==> config.mk <==
export PLATFORM = sky130hd
export DESIGN_NAME = nine_bit_panel_link
export DESIGN_NICKNAME = d
export VERILOG_FILES = /design/src/rtl/nbl_pkg.sv /design/src/rtl/nbl_tick.sv /design/src/rtl/nbl_rx_capture.sv /design/src/rtl/nbl_rx_align.sv /design/src/rtl/nbl_ctrl.sv /design/src/rtl/nine_bit_panel_link.sv
export SDC_FILE = /design/constraint.sdc
export NUM_CORES = 1
export LEC_CHECK = 0
export BUFFER_PORTS_ARGS = -buffer_cell sky130_fd_sc_hd__buf_4
export CORE_MARGIN = 5
export CORE_UTILIZATION = 54
export CTS_CLUSTER_DIAMETER = 40
export DETAILED_ROUTE_END_ITERATION = 10
export PLACE_DENSITY_LB_ADDON = 0.05
export SKIP_CTS_REPAIR_TIMING = 1
export SKIP_LAST_GASP = 1
export SYNTH_ARGS = -nofsm -noshare
export SYNTH_HDL_FRONTEND = slang
export SYNTH_SLANG_ARGS = --single-unit
==> constraint.sdc <==
create_clock -name clk -period 2.9 [get_ports clk]
set_clock_uncertainty 0.05 [all_clocks]
set_input_delay 0 -clock clk [delete_from_list [all_inputs] [get_ports clk]]
set_output_delay 0 -clock clk [all_outputs]
set_load 0.01 [all_outputs]
==> src/rtl/nbl_pkg.sv <==
package nbl_pkg;
  localparam int RX_BYTES = 4;
  localparam int WORD_W   = 9;

  typedef enum logic [1:0] {
    K_CMD  = 2'b00,
    K_DAT  = 2'b01,
    K_READ = 2'b10,
    K_ID   = 2'b11
  } req_kind_e;

  typedef enum logic [1:0] {
    S_IDLE,
    S_SHIFT,
    S_GAP,
    S_FIN
  } link_state_e;

  function automatic logic len_legal(input logic [2:0] n);
    return (n == 3'd1) || (n == 3'd3) || (n == 3'd4);
  endfunction
endpackage

==> src/rtl/nbl_tick.sv <==
module nbl_tick #(
  parameter int DIV_HALF = 2
) (
  input  logic clk,
  input  logic rst_n,
  input  logic run,
  output logic tick
);
  localparam int CW = (DIV_HALF > 1) ? $clog2(DIV_HALF) : 1;

  logic [CW-1:0] cnt_q, cnt_d;

  assign tick = run && (cnt_q == CW'(DIV_HALF - 1));

  always_comb begin
    cnt_d = cnt_q;
    if (!run || tick) cnt_d = '0;
    else              cnt_d = cnt_q + 1'b1;
  end

  always_ff @(posedge clk or negedge rst_n) begin
    if (!rst_n) cnt_q <= '0;
    else        cnt_q <= cnt_d;
  end
endmodule

==> src/rtl/nbl_rx_capture.sv <==
module nbl_rx_capture
  import nbl_pkg::*;
(
  input  logic                       clk,
  input  logic                       rst_n,
  input  logic                       clear,
  input  logic                       en,
  input  logic                       sd_in,
  output logic [WORD_W*RX_BYTES-1:0] words
);
  localparam int IW = $clog2(RX_BYTES + 1);

  logic [WORD_W-1:0] w_q [RX_BYTES];
  logic [WORD_W-1:0] w_d [RX_BYTES];
  logic [IW-1:0]     idx_q, idx_d;
  logic [3:0]        pos_q, pos_d;

  always_comb begin
    w_d   = w_q;
    idx_d = idx_q;
    pos_d = pos_q;
    if (clear) begin
      for (int k = 0; k < RX_BYTES; k++) w_d[k] = '0;
      idx_d = '0;
      pos_d = '0;
    end else if (en) begin
      for (int k = 0; k < RX_BYTES; k++)
        if (idx_q == IW'(k)) w_d[k] = {w_q[k][WORD_W-2:0], sd_in};
      if (pos_q == 4'(WORD_W - 1)) begin
        pos_d = '0;
        idx_d = idx_q + 1'b1;
      end else begin
        pos_d = pos_q + 1'b1;
      end
    end
  end

  always_ff @(posedge clk or negedge rst_n) begin
    if (!rst_n) begin
      for (int k = 0; k < RX_BYTES; k++) w_q[k] <= '0;
      idx_q <= '0;
      pos_q <= '0;
    end else begin
      w_q   <= w_d;
      idx_q <= idx_d;
      pos_q <= pos_d;
    end
  end

  for (genvar g = 0; g < RX_BYTES; g++) begin : g_flat
    assign words[WORD_W*g +: WORD_W] = w_q[g];
  end
endmodule

==> src/rtl/nbl_rx_align.sv <==
module nbl_rx_align
  import nbl_pkg::*;
(
  input  logic [WORD_W*RX_BYTES-1:0] words,
  input  logic [2:0]                 len,
  output logic [8*RX_BYTES-1:0]      bytes
);
  logic [RX_BYTES-1:0][2*WORD_W-1:0] pair;
  logic unused_pair;

  for (genvar g = 0; g < RX_BYTES; g++) begin : g_byte
    if (g == 0) begin : g_first
      assign pair[g] = {{WORD_W{1'b0}}, words[0 +: WORD_W]};
    end else begin : g_rest
      assign pair[g] = {words[WORD_W*(g-1) +: WORD_W], words[WORD_W*g +: WORD_W]};
    end
    assign bytes[8*g +: 8] = (3'(g) < len) ? pair[g][g+7:g] : 8'h00;
  end

  assign unused_pair = ^pair;
endmodule

==> src/rtl/nbl_ctrl.sv <==
module nbl_ctrl
  import nbl_pkg::*;
#(
  parameter logic [7:0]  ID_CMD    = 8'h04,
  parameter logic [23:0] ID_EXPECT = 24'h528585
) (
  input  logic        clk,
  input  logic        rst_n,
  input  logic        tick,
  input  logic        req_valid,
  input  logic [1:0]  req_kind,
  input  logic [7:0]  req_byte,
  input  logic [2:0]  req_len,
  input  logic        reads_off,
  input  logic [23:0] id_bytes,
  output logic        req_ready,
  output logic        done,
  output logic        err,
  output logic        id_ok,
  output logic        cs_n,
  output logic        sclk,
  output logic        sd_out,
  output logic        sd_oe,
  output logic        run,
  output logic        rx_clear,
  output logic        rx_en,
  output logic [2:0]  rd_len
);
  localparam int BW = $clog2(WORD_W * (RX_BYTES + 1));

  link_state_e       state_q, state_d;
  req_kind_e         kind_q, kind_d;
  logic              hi_q, hi_d;
  logic [BW-1:0]     bit_q, bit_d;
  logic [BW-1:0]     last_q, last_d;
  logic [WORD_W-1:0] tx_q, tx_d;
  logic [2:0]        len_q, len_d;
  logic              err_q, err_d;
  logic              idok_q, idok_d;

  always_comb begin
    state_d  = state_q;
    kind_d   = kind_q;
    hi_d     = hi_q;
    bit_d    = bit_q;
    last_d   = last_q;
    tx_d     = tx_q;
    len_d    = len_q;
    err_d    = err_q;
    idok_d   = idok_q;
    rx_clear = 1'b0;
    unique case (state_q)
      S_IDLE: begin
        if (req_valid) begin
          kind_d = req_kind_e'(req_kind);
          err_d  = 1'b0;
          idok_d = 1'b0;
          hi_d   = 1'b0;
          bit_d  = '0;
          unique case (req_kind_e'(req_kind))
            K_CMD, K_DAT: begin
              tx_d    = {req_kind[0], req_byte};
              last_d  = BW'(WORD_W - 1);
              state_d = S_SHIFT;
            end
            K_READ: begin
              if (reads_off || !len_legal(req_len)) begin
                err_d   = 1'b1;
                state_d = S_FIN;
              end else begin
                tx_d     = {1'b0, req_byte};
                len_d    = req_len;
                last_d   = BW'(WORD_W) * BW'(req_len) + BW'(WORD_W - 1);
                rx_clear = 1'b1;
                state_d  = S_SHIFT;
              end
            end
            default: begin
              if (reads_off) begin
                idok_d  = 1'b1;
                state_d = S_FIN;
              end else begin
                tx_d     = {1'b0, ID_CMD};
                len_d    = 3'd3;
                last_d   = BW'(WORD_W * 4 - 1);
                rx_clear = 1'b1;
                state_d  = S_SHIFT;
              end
            end
          endcase
        end
      end
      S_SHIFT: begin
        if (tick) begin
          if (!hi_q) begin
            hi_d = 1'b1;
          end else begin
            hi_d = 1'b0;
            if (bit_q == last_q) begin
              bit_d   = '0;
              state_d = S_GAP;
            end else begin
              bit_d = bit_q + 1'b1;
              tx_d  = {tx_q[WORD_W-2:0], 1'b0};
            end
          end
        end
      end
      S_GAP: begin
        if (tick) begin
          if (!hi_q) begin
            hi_d = 1'b1;
          end else begin
            hi_d    = 1'b0;
            state_d = S_FIN;
            if (kind_q == K_ID) idok_d = (id_bytes == ID_EXPECT);
          end
        end
      end
      default: state_d = S_IDLE;
    endcase
  end

  always_ff @(posedge clk or negedge rst_n) begin
    if (!rst_n) begin
      state_q <= S_IDLE;
      kind_q  <= K_CMD;
      hi_q    <= 1'b0;
      bit_q   <= '0;
      last_q  <= '0;
      tx_q    <= '0;
      len_q   <= '0;
      err_q   <= 1'b0;
      idok_q  <= 1'b0;
    end else begin
      state_q <= state_d;
      kind_q  <= kind_d;
      hi_q    <= hi_d;
      bit_q   <= bit_d;
      last_q  <= last_d;
      tx_q    <= tx_d;
      len_q   <= len_d;
      err_q   <= err_d;
      idok_q  <= idok_d;
    end
  end

  assign req_ready = (state_q == S_IDLE);
  assign done      = (state_q == S_FIN);
  assign err       = err_q;
  assign id_ok     = idok_q;
  assign cs_n      = (state_q != S_SHIFT);
  assign sclk      = (state_q == S_SHIFT) && hi_q;
  assign sd_oe     = (state_q == S_SHIFT) && (bit_q < BW'(WORD_W));
  assign sd_out    = sd_oe && tx_q[WORD_W-1];
  assign run       = (state_q == S_SHIFT) || (state_q == S_GAP);
  assign rx_en     = (state_q == S_SHIFT) && tick && !hi_q && (bit_q >= BW'(WORD_W));
  assign rd_len    = len_q;
endmodule

==> src/rtl/nine_bit_panel_link.sv <==
module nine_bit_panel_link
  import nbl_pkg::*;
#(
  parameter int          DIV_HALF  = 2,
  parameter logic [7:0]  ID_CMD    = 8'h04,
  parameter logic [23:0] ID_EXPECT = 24'h528585
) (
  input  logic                  clk,
  input  logic                  rst_n,
  input  logic                  req_valid,
  output logic                  req_ready,
  input  logic [1:0]            req_kind,
  input  logic [7:0]            req_byte,
  input  logic [2:0]            req_len,
  input  logic                  reads_off,
  output logic                  cs_n,
  output logic                  sclk,
  output logic                  sd_out,
  output logic                  sd_oe,
  input  logic                  sd_in,
  output logic [8*RX_BYTES-1:0] rd_data,
  output logic                  done,
  output logic                  err,
  output logic                  id_ok
);
  logic [1:0] rst_sync_q;
  logic       core_rst_n;

  always_ff @(posedge clk or negedge rst_n) begin
    if (!rst_n) rst_sync_q <= '0;
    else        rst_sync_q <= {rst_sync_q[0], 1'b1};
  end
  assign core_rst_n = rst_sync_q[1];

  logic                       tick, run, rx_clear, rx_en;
  logic [2:0]                 rd_len;
  logic [WORD_W*RX_BYTES-1:0] words;
  logic [8*RX_BYTES-1:0]      bytes;

  nbl_tick #(.DIV_HALF(DIV_HALF)) u_tick (
    .clk   (clk),
    .rst_n (core_rst_n),
    .run   (run),
    .tick  (tick)
  );

  nbl_ctrl #(.ID_CMD(ID_CMD), .ID_EXPECT(ID_EXPECT)) u_ctrl (
    .clk       (clk),
    .rst_n     (core_rst_n),
    .tick      (tick),
    .req_valid (req_valid),
    .req_kind  (req_kind),
    .req_byte  (req_byte),
    .req_len   (req_len),
    .reads_off (reads_off),
    .id_bytes  (bytes[23:0]),
    .req_ready (req_ready),
    .done      (done),
    .err       (err),
    .id_ok     (id_ok),
    .cs_n      (cs_n),
    .sclk      (sclk),
    .sd_out    (sd_out),
    .sd_oe     (sd_oe),
    .run       (run),
    .rx_clear  (rx_clear),
    .rx_en     (rx_en),
    .rd_len    (rd_len)
  );

  nbl_rx_capture u_cap (
    .clk   (clk),
    .rst_n (core_rst_n),
    .clear (rx_clear),
    .en    (rx_en),
    .sd_in (sd_in),
    .words (words)
  );

  nbl_rx_align u_align (
    .words (words),
    .len   (rd_len),
    .bytes (bytes)
  );

  assign rd_data = bytes;
endmodule

==> results.md, run 1 <==
- In the layout the commonest cells are 75 x sky130_fd_sc_hd__dfrtp_1, 62 x sky130_fd_sc_hd__buf_4, 58 x sky130_fd_sc_hd__nand2_1.
- The number of instances in the synthesized netlist is 440.
- The DRC marker count from the first detailed-route iteration is 184.
- Across all register-to-register paths, the minimum setup slack is 390 ps.
- Of the total synthesized cell area, the portion taken by XOR and XNOR cells is 0.0149.
- The count of input and output buffers is 57.
- Of the total synthesized cell area, the portion taken by AND, OR, NAND and NOR gates is 0.237.
- 0 antenna diodes ended up in the layout.
- The worst setup path is launched from a flop.
- The post-route minimum period is 2580 ps.
- The worst setup path is captured at an output pin.
- The height of the chip is 97.2 um.
- Data arrives at the worst endpoint at 2530 ps.
- Averaged over all synthesized cells, the footprint is 9.33 um^2.
- The worst register-to-register path has a depth of 8.
- The worst slack on hold paths is 2.90 ps.
- The portion of the post-synthesis area used by sequential elements is 0.463.
- Summing every instance area after synthesis gives 4110 um^2.
- The leakage power figure is 2.23 nW.
- The first global-routing pass estimated 15,100 um of wire.
- Of the total synthesized cell area, the portion taken by full adders, half adders and majority gates is 0.0548.
- The worst register-to-register path begins at u_ctrl.state_q[1]$_DFFE_PN0P_.
- The post-synthesis compound-gate area fraction is 0.159.
- The detailed router put a total of 4400 um of wire on met1.
- The number of detailed-route iterations in the first pass is 4.
- The final setup violation count is 0.
- For this run the aggregate overflow at the end of global routing stands at 0.
- Once detailed placement completed, the half-perimeter wirelength came to 6420 um.
- The critical path data required time is 2850 ps.
- Wire segments on met2 add up to 4250 um in the final route.
- The worst-skew pair later-pin latency is 350 ps.
- 58 I/O pins were placed.
- The number of nets in the layout is 543.
- The horizontal extent of the die is 97.2 um.
- CTS placed an instance of sky130_fd_sc_hd__clkbuf_8 at the clock tree root.
- Setup repair after global routing left no endpoint under its margin.
- The final period utilization is 0.890.
- After floorplanning, the core was sized to cover 7330 um^2.
- The share of async-settable or async-resettable flops after synthesis is 1.00.
- The worst-case IR drop observed on VDD is 0.500 mV.
- The total of flip-flops plus latches after synthesis is 76.
- In this run the power density over the cells is 791 nW/um^2.
- The highest clock rate is 0.387 GHz.
- The via count of the first global-routing pass is 3,097.
- The end of the worst register-to-register path is u_ctrl.tx_q[0]$_DFFE_PN0P_.
- The portion of netlist area occupied by mux cells is 0.0186.
- The initial utilization of the core area, before any placement, comes to 0.560.
- In this run, distinct cell masters in the synthesized netlist total 56.
- The launching element of the worst setup path is u_ctrl.state_q[1]$_DFFE_PN0P_.
- The clock sink count is 76.
- The number of fill cells is 607.
- The layout overhead on the synthesized area is 18.8%.
- After floorplanning, the core was divided into 31 placement rows.
- The biggest area contributor in the post-synthesis netlist is sky130_fd_sc_hd__dfrtp_1.
- The last weighted congestion value of the routability-driven placer is 0.853.
- The largest family of logic cells by synthesized area is simple AND/OR/NAND/NOR gates.
- For the pin with the worst max-slew slack, the measured transition is 967 ps.
- The final count of hold timing violations is 0.
- The worst setup path endpoint is sd_out.
- The relative max-transition margin is 0.351.
- Along the worst path, the maximum fanout reaches 17.
- Across the run, the number of max-cap violations was 0.
- The die covers 9450 um^2.
- The number of buffers between clock root and the deepest sink is 2.
- The number of buffers inserted during clock tree synthesis is 9.
- The uppermost signal routing layer after detailed routing is met4.
- In the final layout, the share of cells above drive strength 1 is 0.194.
- The number of enable flip-flop cells after synthesis is 0.
- During synthesis, Yosys emitted a total of 0 warnings.
- The via count normalized by instance count is 5.45.
- The detailed-routed wire length on met3 is 374 um.
- Clock-pin slew was measured on the worst setup and hold paths at 70 ps.
- The post-synth net total is 476.
- The final total negative setup slack is 0 ps.
- Detailed routing inserted a total of 3,326 vias.
- The final antenna-violating net count is 0.
- The global-route usage over all layers is 0.195.
- The average wire per standard cell is 14.9 um.
- After synthesis, the cell types taking the most area are sky130_fd_sc_hd__dfrtp_1 46%, sky130_fd_sc_hd__ha_1 5.5%, sky130_fd_sc_hd__nand2_1 5.3%, sky130_fd_sc_hd__nand3_1 4.5%, sky130_fd_sc_hd__nor2b_1 4.3%.
- Wires add up to 9080 um.
- The final-report max-slew violation count came to 0.
- The TritonCTS clock tree is yes.
- The path class of the tightest hold or removal check is primary input to flop.
- The number of antenna violations at the first check in global routing is 0.
- The pin count of the biggest net entering global routing is 60.
- The most used flip-flop cell after synthesis is sky130_fd_sc_hd__dfrtp_1.
- The run finished with clean final reports.
- The number of levels in the clock H-tree is 3.
- The worst setup path is of the flop to output pin kind.
- The most common library cell in the layout ignoring fill and taps is sky130_fd_sc_hd__dfrtp_1.
- Of the post-synthesis cell area, the dominant cell type holds 0.463.
- The residual DRC count is 0.
[Yosys cell counts (all sizes together) (2+ instances only)]
| library cell | count |
|---|---|
| dfrtp | 76 |
| nand2 | 59 |
| o21ai | 42 |
| nand3 | 41 |
| a21oi | 29 |
| nor2b | 28 |
| nor2 | 25 |
| inv | 20 |
| ha | 18 |
| buf | 14 |
| and2 | 12 |
| clkbuf | 7 |
| xnor2 | 7 |
| a22oi | 6 |
| mux2 | 5 |
| a21o | 4 |
| nand4 | 4 |
| a211oi | 3 |
| and3 | 3 |
| nor3 | 3 |
| nor4b | 3 |
| a211o | 2 |
| a22o | 2 |
| a31oi | 2 |
| mux2i | 2 |
| nor4bb | 2 |
| o311a | 2 |
| or3 | 2 |
[layer usage]
layer	vias to the layer above	GRT usage
met2	49	0.307
met5	-	0
met1	1612	0.263
met4	0	0.0432
li1	1660	-
met3	5	0.0625
[critical path, stage by stage (launching register included)]
cell and delay (ps):
sky130_fd_sc_hd__dfrtp_1 430, sky130_fd_sc_hd__inv_1 100, sky130_fd_sc_hd__ha_1 510, sky130_fd_sc_hd__inv_1 210
sky130_fd_sc_hd__a2111oi_0 610, sky130_fd_sc_hd__and2_1 220, sky130_fd_sc_hd__buf_4 120
[power by group]
group	switching (W)	internal, W
Clock	0.000369	0.000351
Combinational	0.000827	0.000646
Sequential	0.000293	0.00137
Total	0.00149	0.00237
[kinds of logic after synthesis]
| family | Yosys count |
|---|---|
| flops | 76 |
| fa+ha+maj | 18 |
| buf+inv | 41 |
| xor+xnor | 7 |
| other cells | 1 |
| compound gates | 102 |
| mux | 7 |
| simple gates | 188 |
[registers in the layout, summed over array words and instances (netlist names)]
register,cells
rst_sync_q,2
u_ctrl.hi_q,1
u_ctrl.last_q,6
u_cap.words,35
u_ctrl.bit_q,6
u_cap.idx_q,3
u_ctrl.state_q,2
u_cap.pos_q,4
u_ctrl.err,1
u_ctrl.rd_len,3
u_ctrl.id_ok,1
u_ctrl.kind_q,2
u_tick.cnt_q,1
u_ctrl.tx_q,9
[worst min-delay path by stage]
stage / cells past startpoint / startpoint / slack [ps] / endpoint
after floorplan: 0 / rst_n / -350 / rst_sync_q[0]$_DFF_PN0_
after global placement: 1 / rst_n / -270 / rst_sync_q[0]$_DFF_PN0_
after detailed placement: 1 / rst_n / -270 / rst_sync_q[0]$_DFF_PN0_
after CTS: 1 / rst_n / -650 / rst_sync_q[1]$_DFF_PN0_
after global routing: 4 / req_byte[2] / 20 / u_ctrl.tx_q[2]$_DFFE_PN0P_
final: 4 / req_byte[2] / 3 / u_ctrl.tx_q[2]$_DFFE_PN0P_
[stage by stage]
stage,cell area (um^2),power [W],setup WS [ps],util,cells
after floorplan,4110,0.00271,577,-,440
after global placement,4560,0.00309,587,0.622,580
after detailed placement,4560,0.00313,436,0.622,580
after CTS,4730,0.00386,299,0.645,595
after global routing,4880,0.00417,91.8,0.665,610
final,4880,0.00386,318,0.665,610
[area by class of cell]
type                    instances  area [um^2]  share of cell area
clock buffers                  13          159              0.0326
clock inverters                 2         10.0             0.00205
inverters                      20         75.1              0.0154
multi-input cells             323         1990               0.408
flip-flops and latches         76         1900               0.390
well taps                      99          124              0.0254
repair buffers                 77          616               0.126
No activity file was read; power rests on OpenSTA's default activity.
==> inputs of run 2 (changes only) <==
--- a/config.mk
+++ b/config.mk
@@ -11,6 +11,7 @@
 export CTS_CLUSTER_DIAMETER = 40
 export DETAILED_ROUTE_END_ITERATION = 10
 export PLACE_DENSITY_LB_ADDON = 0.05
+export REMOVE_ABC_BUFFERS = 1
 export SKIP_CTS_REPAIR_TIMING = 1
 export SKIP_LAST_GASP = 1
 export SYNTH_ARGS = -nofsm -noshare
==> results.md, run 2 (same netlist as run 1, synthesis figures left out) <==
- The number of buffers and inverters on the critical path is 3 (unchanged).
- The final period utilization is 0.940 (+0.0502).
- The number of detailed-route iterations in the first pass is 5 (+1).
- The routed wire length came to 9170 um (+0.96%).
- The DRC marker count from the first detailed-route iteration is 291 (+58%).
- The final-report max-slew violation count is 0 (unchanged).
- The final setup violation count is 0 (unchanged).
- The root buffer cell chosen for the clock tree is sky130_fd_sc_hd__clkbuf_8.
- The power per unit of standard cell area came to 832 nW/um^2 (+5.2%).
- The final antenna-violating net count is 0 (unchanged).
- The post-layout instance count excluding filler cells was 611 (+0.16%).
- Walking the worst path, the cells encountered are inv_1 > ha_1 > inv_1 > a2111oi_0 > and2_1 > buf_4.
- STA classifies the critical path startpoint as a flop.
- The library cells used most frequently in the layout, excluding fill and tap cells, are 75 x sky130_fd_sc_hd__dfrtp_1, 62 x sky130_fd_sc_hd__buf_4, 58 x sky130_fd_sc_hd__nand2_1.
- The most common library cell in the layout ignoring fill and taps is sky130_fd_sc_hd__dfrtp_1.
- The post-route minimum period is 2730 ps (+146 ps).
- The checks that failed: hold timing.
- The last weighted congestion value of the routability-driven placer is 0.832 (-2.5%).
- The reported max-cap violation count is 0 (unchanged).
- The arrival time at the worst endpoint was 2680 ps (+150 ps).
- The residual DRC count is 0 (unchanged).
- The wire length the detailed router placed on met1 is 4320 um (-1.8%).
- The via count was 3,379 (+1.6%).
- The number of nets in the layout was 543 (unchanged).
- The number of fill cells is 588 (-3.1%).
- The initial core utilization is 0.560 (unchanged).
- The die footprint is 9450 um^2 (unchanged).
- The leakage power figure is 2.26 nW (+1.2%).
- The first-pass GRT wire length is 15,200 um (+0.60%).
- The clock transition time at the flip-flop clock pins of the worst setup and hold paths is 80 ps (about the same).
- Among all stages on the critical path, the largest delay is contributed by sky130_fd_sc_hd__a2111oi_0.
- The fraction of layout instances using a drive strength above 1 is 0.199 (+0.00548).
- The run finished, with violations left.
- The slew of the pin with the lowest slew margin is 866 ps (-101 ps).
- The path class of the tightest hold or removal check is primary input to flop.
- The highest cell delay on the worst timing path is 740 ps (+130 ps).
- The number of antenna violations at the first check in global routing is 0 (unchanged).
- The worst slack on hold paths is -4.51 ps (-7.41 ps).
- The placed cell count is 580 (unchanged).
- Setup repair after global routing left no endpoint under its margin.
- The antenna diode count is 0 (unchanged).
- The number of flip-flops in the largest register was 35 (unchanged).
- The average wire per standard cell is 15.0 um (+0.79%).
- The final total negative setup slack is 0 ps (unchanged).
- The relative max-transition margin is 0.418 (+0.0678).
- The global-route usage over all layers is 0.194 (-0.00102).
- The maximum fanout along the worst path is 17 (unchanged).
- The placeable core area is 7330 um^2 (unchanged).
- By startpoint and endpoint, the worst setup path is classified as flop to output pin.
- The final count of hold timing violations was 1 (+1).
- The count of input and output buffers is 57 (unchanged).
- The via count normalized by instance count was 5.53 (+1.4%).
- The worst setup path is captured at an output pin.
- The highest clock rate was 0.367 GHz (-5.3%).
- The TritonCTS clock tree is yes.
- The most used cell along the critical path is sky130_fd_sc_hd__inv_1.
- The detailed-routed wire length on met3 is 434 um (+16%).
- The global route total overflow is 0 (unchanged).
- The uppermost signal routing layer after detailed routing is met4.
- The via count of the first global-routing pass is 3,236 (+4.5%).
- The number of standard-cell rows in the floorplan is 31 (unchanged).
- The worst-skew pair later-pin latency is 350 ps (about the same).
- The horizontal extent of the die is 97.2 um (unchanged).
- The top-level port count is 58 (unchanged).
- The met2 wire length is 4250 um (about the same).
- The pin count of the biggest net entering global routing is 60 (unchanged).
- Compared with the post-synthesis result, the final layout area differs by 20.5%.
- The sum of net half-perimeters after detailed placement is 6460 um (+0.58%).
- The number of levels in the clock H-tree came to 3 (unchanged).
- The number of buffers inserted during clock tree synthesis is 9 (unchanged).
- The clock sink count is 76 (unchanged).
- The maximum resistive drop on vdd is 0.483 mV (-3.5%).
- The height of the chip is 97.2 um (unchanged).
- The cell family contributing the most delay on the critical path is compound AO/OA/AOI/OAI gates.
- The number of buffers between clock root and the deepest sink is 2 (unchanged).
- The critical path data required time is 2850 ps (about the same).
run 2: cell types whose count changed in the layout (fill, tap and decap cells not counted):
cell,previous run,this run
sky130_fd_sc_hd__clkinvlp_4,0,2
sky130_fd_sc_hd__bufinv_16,0,3
sky130_fd_sc_hd__clkbuf_1,2,0
sky130_fd_sc_hd__clkbuf_8,11,9
run 2: where the power goes:
part | total [W] | switching [W] | internal, W
clock | 0.000968 | 0.000399 | 0.000568
sequential | 0.00166 | 0.000284 | 0.00137
combinational | 0.00149 | 0.000846 | 0.000648
total | 0.00412 | 0.00153 | 0.00259
run 2: worst reg2reg max path: stages, from the launching register on:
cell and delay (ps):
sky130_fd_sc_hd__dfrtp_1 410, sky130_fd_sc_hd__inv_1 90, sky130_fd_sc_hd__ha_1 520, sky130_fd_sc_hd__nor2_1 130, sky130_fd_sc_hd__a211oi_1 540, sky130_fd_sc_hd__o311a_1 350
sky130_fd_sc_hd__buf_4 220, sky130_fd_sc_hd__nor2_1 60, sky130_fd_sc_hd__a21oi_1 120
run 2: routing by layer:
layer,global-route usage,up-vias
li1,-,1665
met1,0.276,1612
met2,0.294,89
met3,0.0359,13
met4,0.0745,0
met5,0,-
run 2: cell type report:
type	instances	area [um^2]	area share
clock buffer	9	124	0.0250
clock inverter	7	115	0.0233
inverter	20	75.1	0.0152
multi-input combinational	323	1990	0.402
sequential	76	1900	0.385
tap	99	124	0.0250
timing repair buffer	77	616	0.124
run 2: path summary, 6_finish.rpt:
path                                          startpoint                          to  slack, ps  cells past startpoint
setup reg to reg           u_ctrl.state_q[1]$_DFFE_PN0P_  u_ctrl.tx_q[3]$_DFFE_PN0P_        330                      8
setup / recovery           u_ctrl.state_q[1]$_DFFE_PN0P_                      sd_out        170                      6
max in group asynchronous        rst_sync_q[1]$_DFF_PN0_  u_cap.idx_q[2]$_DFFE_PN0P_       2160                      1
hold reg to reg                  rst_sync_q[1]$_DFF_PN0_  u_cap.words[5]$_DFFE_PN0P_        250                      1
min in group asynchronous        rst_sync_q[1]$_DFF_PN0_  u_cap.words[5]$_DFFE_PN0P_        250                      1
hold / removal                               req_byte[2]  u_ctrl.tx_q[2]$_DFFE_PN0P_         -5                      4
run 2: per-stage QoR:
stage                     total power, W   util  instance area (um^2)  worst slack, ps  hold WS [ps]
final                            0.00412  0.675                  4950              173         -4.51
after global routing             0.00440  0.675                  4950             28.1          20.7
after CTS                        0.00411  0.654                  4800              202          -651
after detailed placement         0.00314  0.622                  4560              407          -267
after global placement           0.00308  0.622                  4560              536          -268
after floorplan                  0.00266      -                  3970              519          -346
==> inputs of run 3 (changes only) <==
--- a/config.mk
+++ b/config.mk
@@ -6,6 +6,7 @@
 export NUM_CORES = 1
 export LEC_CHECK = 0
 export BUFFER_PORTS_ARGS = -buffer_cell sky130_fd_sc_hd__buf_4
+export CORE_ASPECT_RATIO = 0.5
 export CORE_MARGIN = 5
 export CORE_UTILIZATION = 54
 export CTS_CLUSTER_DIAMETER = 40
==> results.md, run 3 (same netlist as run 1, synthesis figures left out) <==
- The power per unit of standard cell area is 846 nW/um^2 (+1.7%).
- Setup repair after global routing left no endpoint under its margin.
- The share of power burned in the clock network is 0.250 (+0.015).
- The number of levels in the clock H-tree was 3 (unchanged).
- The number of antenna violations at the first check in global routing is 0 (unchanged).
- The TritonCTS clock tree is yes.
- The minimum setup slack in the final design is 485 ps (+312 ps).
- The highest cell delay on the worst timing path was 510 ps (-230 ps).
- The first-pass GRT wire length is 15,700 um (+3.3%).
- The antenna diode count is 0 (unchanged).
- The via count normalized by instance count is 5.71 (+3.2%).
- The sum of net half-perimeters after detailed placement is 6700 um (+3.7%).
- The worst setup path is captured at a flop.
- The number of standard-cell rows in the floorplan is 22 (-29%).
- The final count of hold timing violations is 0 (-1).
- The pre-CTS setup slack is 522 ps (+115 ps).
- The total net switching power came to 0.00155 W (+1.6%).
- The worst-skew pair later-pin latency was 330 ps (-20 ps).
- The number of buffers and inverters on the critical path is 2 (-1).
- Traced cell by cell, the critical path runs through inv_1 > ha_1 > nor2b_1 > a211oi_1 > o311a_1 > buf_4 > nor2_1 > a21oi_1.
- The count of input and output buffers is 57 (unchanged).
- The critical path in this run is classified as flop to flop.
- The flow ran to the end, and the final reports show no timing, DRC or antenna violations.
- The footprint of the multi-input gates came to 1990 um^2 (unchanged).
- The global-route usage over all layers is 0.203 (+0.00939).
- The via count of the first global-routing pass came to 3,319 (+2.6%).
- The summed area of non-filler cells in the final layout came to 5000 um^2 (+1.1%).
- The final period utilization came to 0.833 (-0.108).
- The horizontal extent of the die is 133 um (+37%).
- The number of buffers inserted during clock tree synthesis is 9 (unchanged).
- The slew of the pin with the lowest slew margin is 935 ps (+69.0 ps).
- The tree is rooted in a sky130_fd_sc_hd__clkbuf_16.
- The sequential cell area is 1900 um^2 (unchanged).
- The clock transition time at the flip-flop clock pins of the worst setup and hold paths came to 50 ps (-30 ps).
- The die footprint is 9550 um^2 (+1.1%).
- The average wire per standard cell came to 15.7 um (+4.4%).
- The final total negative setup slack is 0 ps (unchanged).
- The residual DRC count is 0 (unchanged).
- The final setup violation count is 0 (unchanged).
- The fraction of layout instances using a drive strength above 1 is 0.194 (-0.00548).
- The clock sink count is 76 (unchanged).
- The arrival time at the worst endpoint came to 2610 ps (-70 ps).
- The relative max-transition margin was 0.372 (-0.0463).
- The min-delay analysis places its worst path in the category primary input to flop.
- The initial core utilization was 0.559 (-0.00143).
- The number of fill cells is 599 (+1.9%).
- For this design, the slowest cell found on the critical path is sky130_fd_sc_hd__a211oi_1.
- The number of buffers between clock root and the deepest sink is 2 (unchanged).
- The library cell used most frequently in the layout, excluding fill and tap cells, is sky130_fd_sc_hd__dfrtp_1.
- The combinational group share of total power is 0.359 (-0.004).
- The top-level port count came to 58 (unchanged).
- The switching portion of total power came to 0.367 (-0.00444).
- The number of detailed-route iterations in the first pass is 5 (unchanged).
- The highest clock rate is 0.414 GHz (+13%).
- The leakage power figure was 2.29 nW (+1.4%).
- The critical path data required time came to 3100 ps (+250 ps).
- The routed wire length was 9500 um (+3.7%).
- The final antenna-violating net count is 0 (unchanged).
- The placeable core area is 7350 um^2 (+0.26%).
- The maximum fanout along the worst path is 14 (-3).
- STA classifies the critical path startpoint as a flop.
- The number of nets in the layout came to 542 (-0.18%).
- The global route total overflow is 0 (unchanged).
- The number of flip-flops in the largest register is 35 (unchanged).
- The pin count of the biggest net entering global routing is 60 (unchanged).
- The post-route minimum period came to 2410 ps (-312 ps).
- The area growth from synthesis to layout is 21.8%.
- The part of the power in registers is 0.392 (-0.010).
- The reported max-cap violation count is 0 (unchanged).
- The maximum resistive drop on vdd was 0.413 mV (-14%).
- The final-report max-slew violation count is 0 (unchanged).
- The DRC marker count from the first detailed-route iteration is 272 (-6.5%).
- The post-placement cell area is 4580 um^2 (+0.47%).
- The height of the chip was 71.7 um (-26%).
- The last weighted congestion value of the routability-driven placer is 0.848 (+2.0%).
- The kind of cell with the highest combined delay along the critical path is compound AO/OA/AOI/OAI gates.
- In the layout the commonest cells are 75 x sky130_fd_sc_hd__dfrtp_1, 60 x sky130_fd_sc_hd__buf_4, 58 x sky130_fd_sc_hd__nand2_1.
- The via count came to 3,464 (+2.5%).
- The internal cell power is 0.00268 W (+3.5%).
## run 3: path summary, 6_finish.rpt
kind	start	end	slack, ps	cells after the start
setup / recovery	u_ctrl.state_q[0]$_DFFE_PN0P_	u_ctrl.tx_q[6]$_DFFE_PN0P_	490	8
min in group asynchronous	rst_sync_q[1]$_DFF_PN0_	u_cap.pos_q[2]$_DFFE_PN0P_	300	0
hold reg to reg	rst_sync_q[1]$_DFF_PN0_	u_cap.pos_q[2]$_DFFE_PN0P_	300	0
setup reg to reg	u_ctrl.state_q[0]$_DFFE_PN0P_	u_ctrl.tx_q[6]$_DFFE_PN0P_	490	8
hold / removal	reads_off	u_ctrl.err$_DFFE_PN0P_	6	3
max in group asynchronous	rst_sync_q[1]$_DFF_PN0_	u_ctrl.last_q[2]$_DFFE_PN0P_	1790	1
## run 3: per-stage QoR
| stage | total power, W | hold WS [ps] | util | std cells |
|---|---|---|---|---|
| finish | 0.00423 | 5.72 | 0.681 | 607 |
| global route | 0.00453 | 13.2 | 0.681 | 607 |
| CTS | 0.00424 | -622 | 0.662 | 593 |
| detailed placement | 0.00317 | -266 | 0.623 | 577 |
| global placement | 0.00306 | -267 | 0.623 | 577 |
| floorplan | 0.00266 | -346 | - | 419 |
## run 3: per-layer routing
| layer | global-route usage | share of wire | up-vias |
|---|---|---|---|
| li1 | - | - | 1659 |
| met1 | 0.252 | 0.44 | 1679 |
| met2 | 0.347 | 0.49 | 113 |
| met3 | 0.0638 | 0.061 | 13 |
| met4 | 0.0593 | 0.010 | 0 |
| met5 | 0 | 0 | - |
## run 3: power by group through the flow
stage	combinational (W)	sequential, W	clock (W)
2_1_floorplan	0.00105	0.00160	0
3_3_place_gp	0.00142	0.00165	0
3_5_place_dp	0.00149	0.00167	0
4_1_cts	0.00150	0.00166	0.00108
5_1_grt	0.00170	0.00171	0.00113
6_report	0.00152	0.00166	0.00106
## run 3: cell type report
type,instances,share of cell area
Multi-Input combinational cell,323,0.398
Sequential cell,76,0.380
Timing Repair Buffer,76,0.126
Clock buffer,15,0.0555
Tap cell,96,0.0240
Inverter,20,0.0150
Clock inverter,1,0.00100
## run 3: worst register-to-register path: cells and delay by family (launching register included)
family	cells	cell delay, ps
compound gates	3	1000
fa+ha+maj	1	320
flops	1	390
buf+inv	2	300
simple gates	2	290
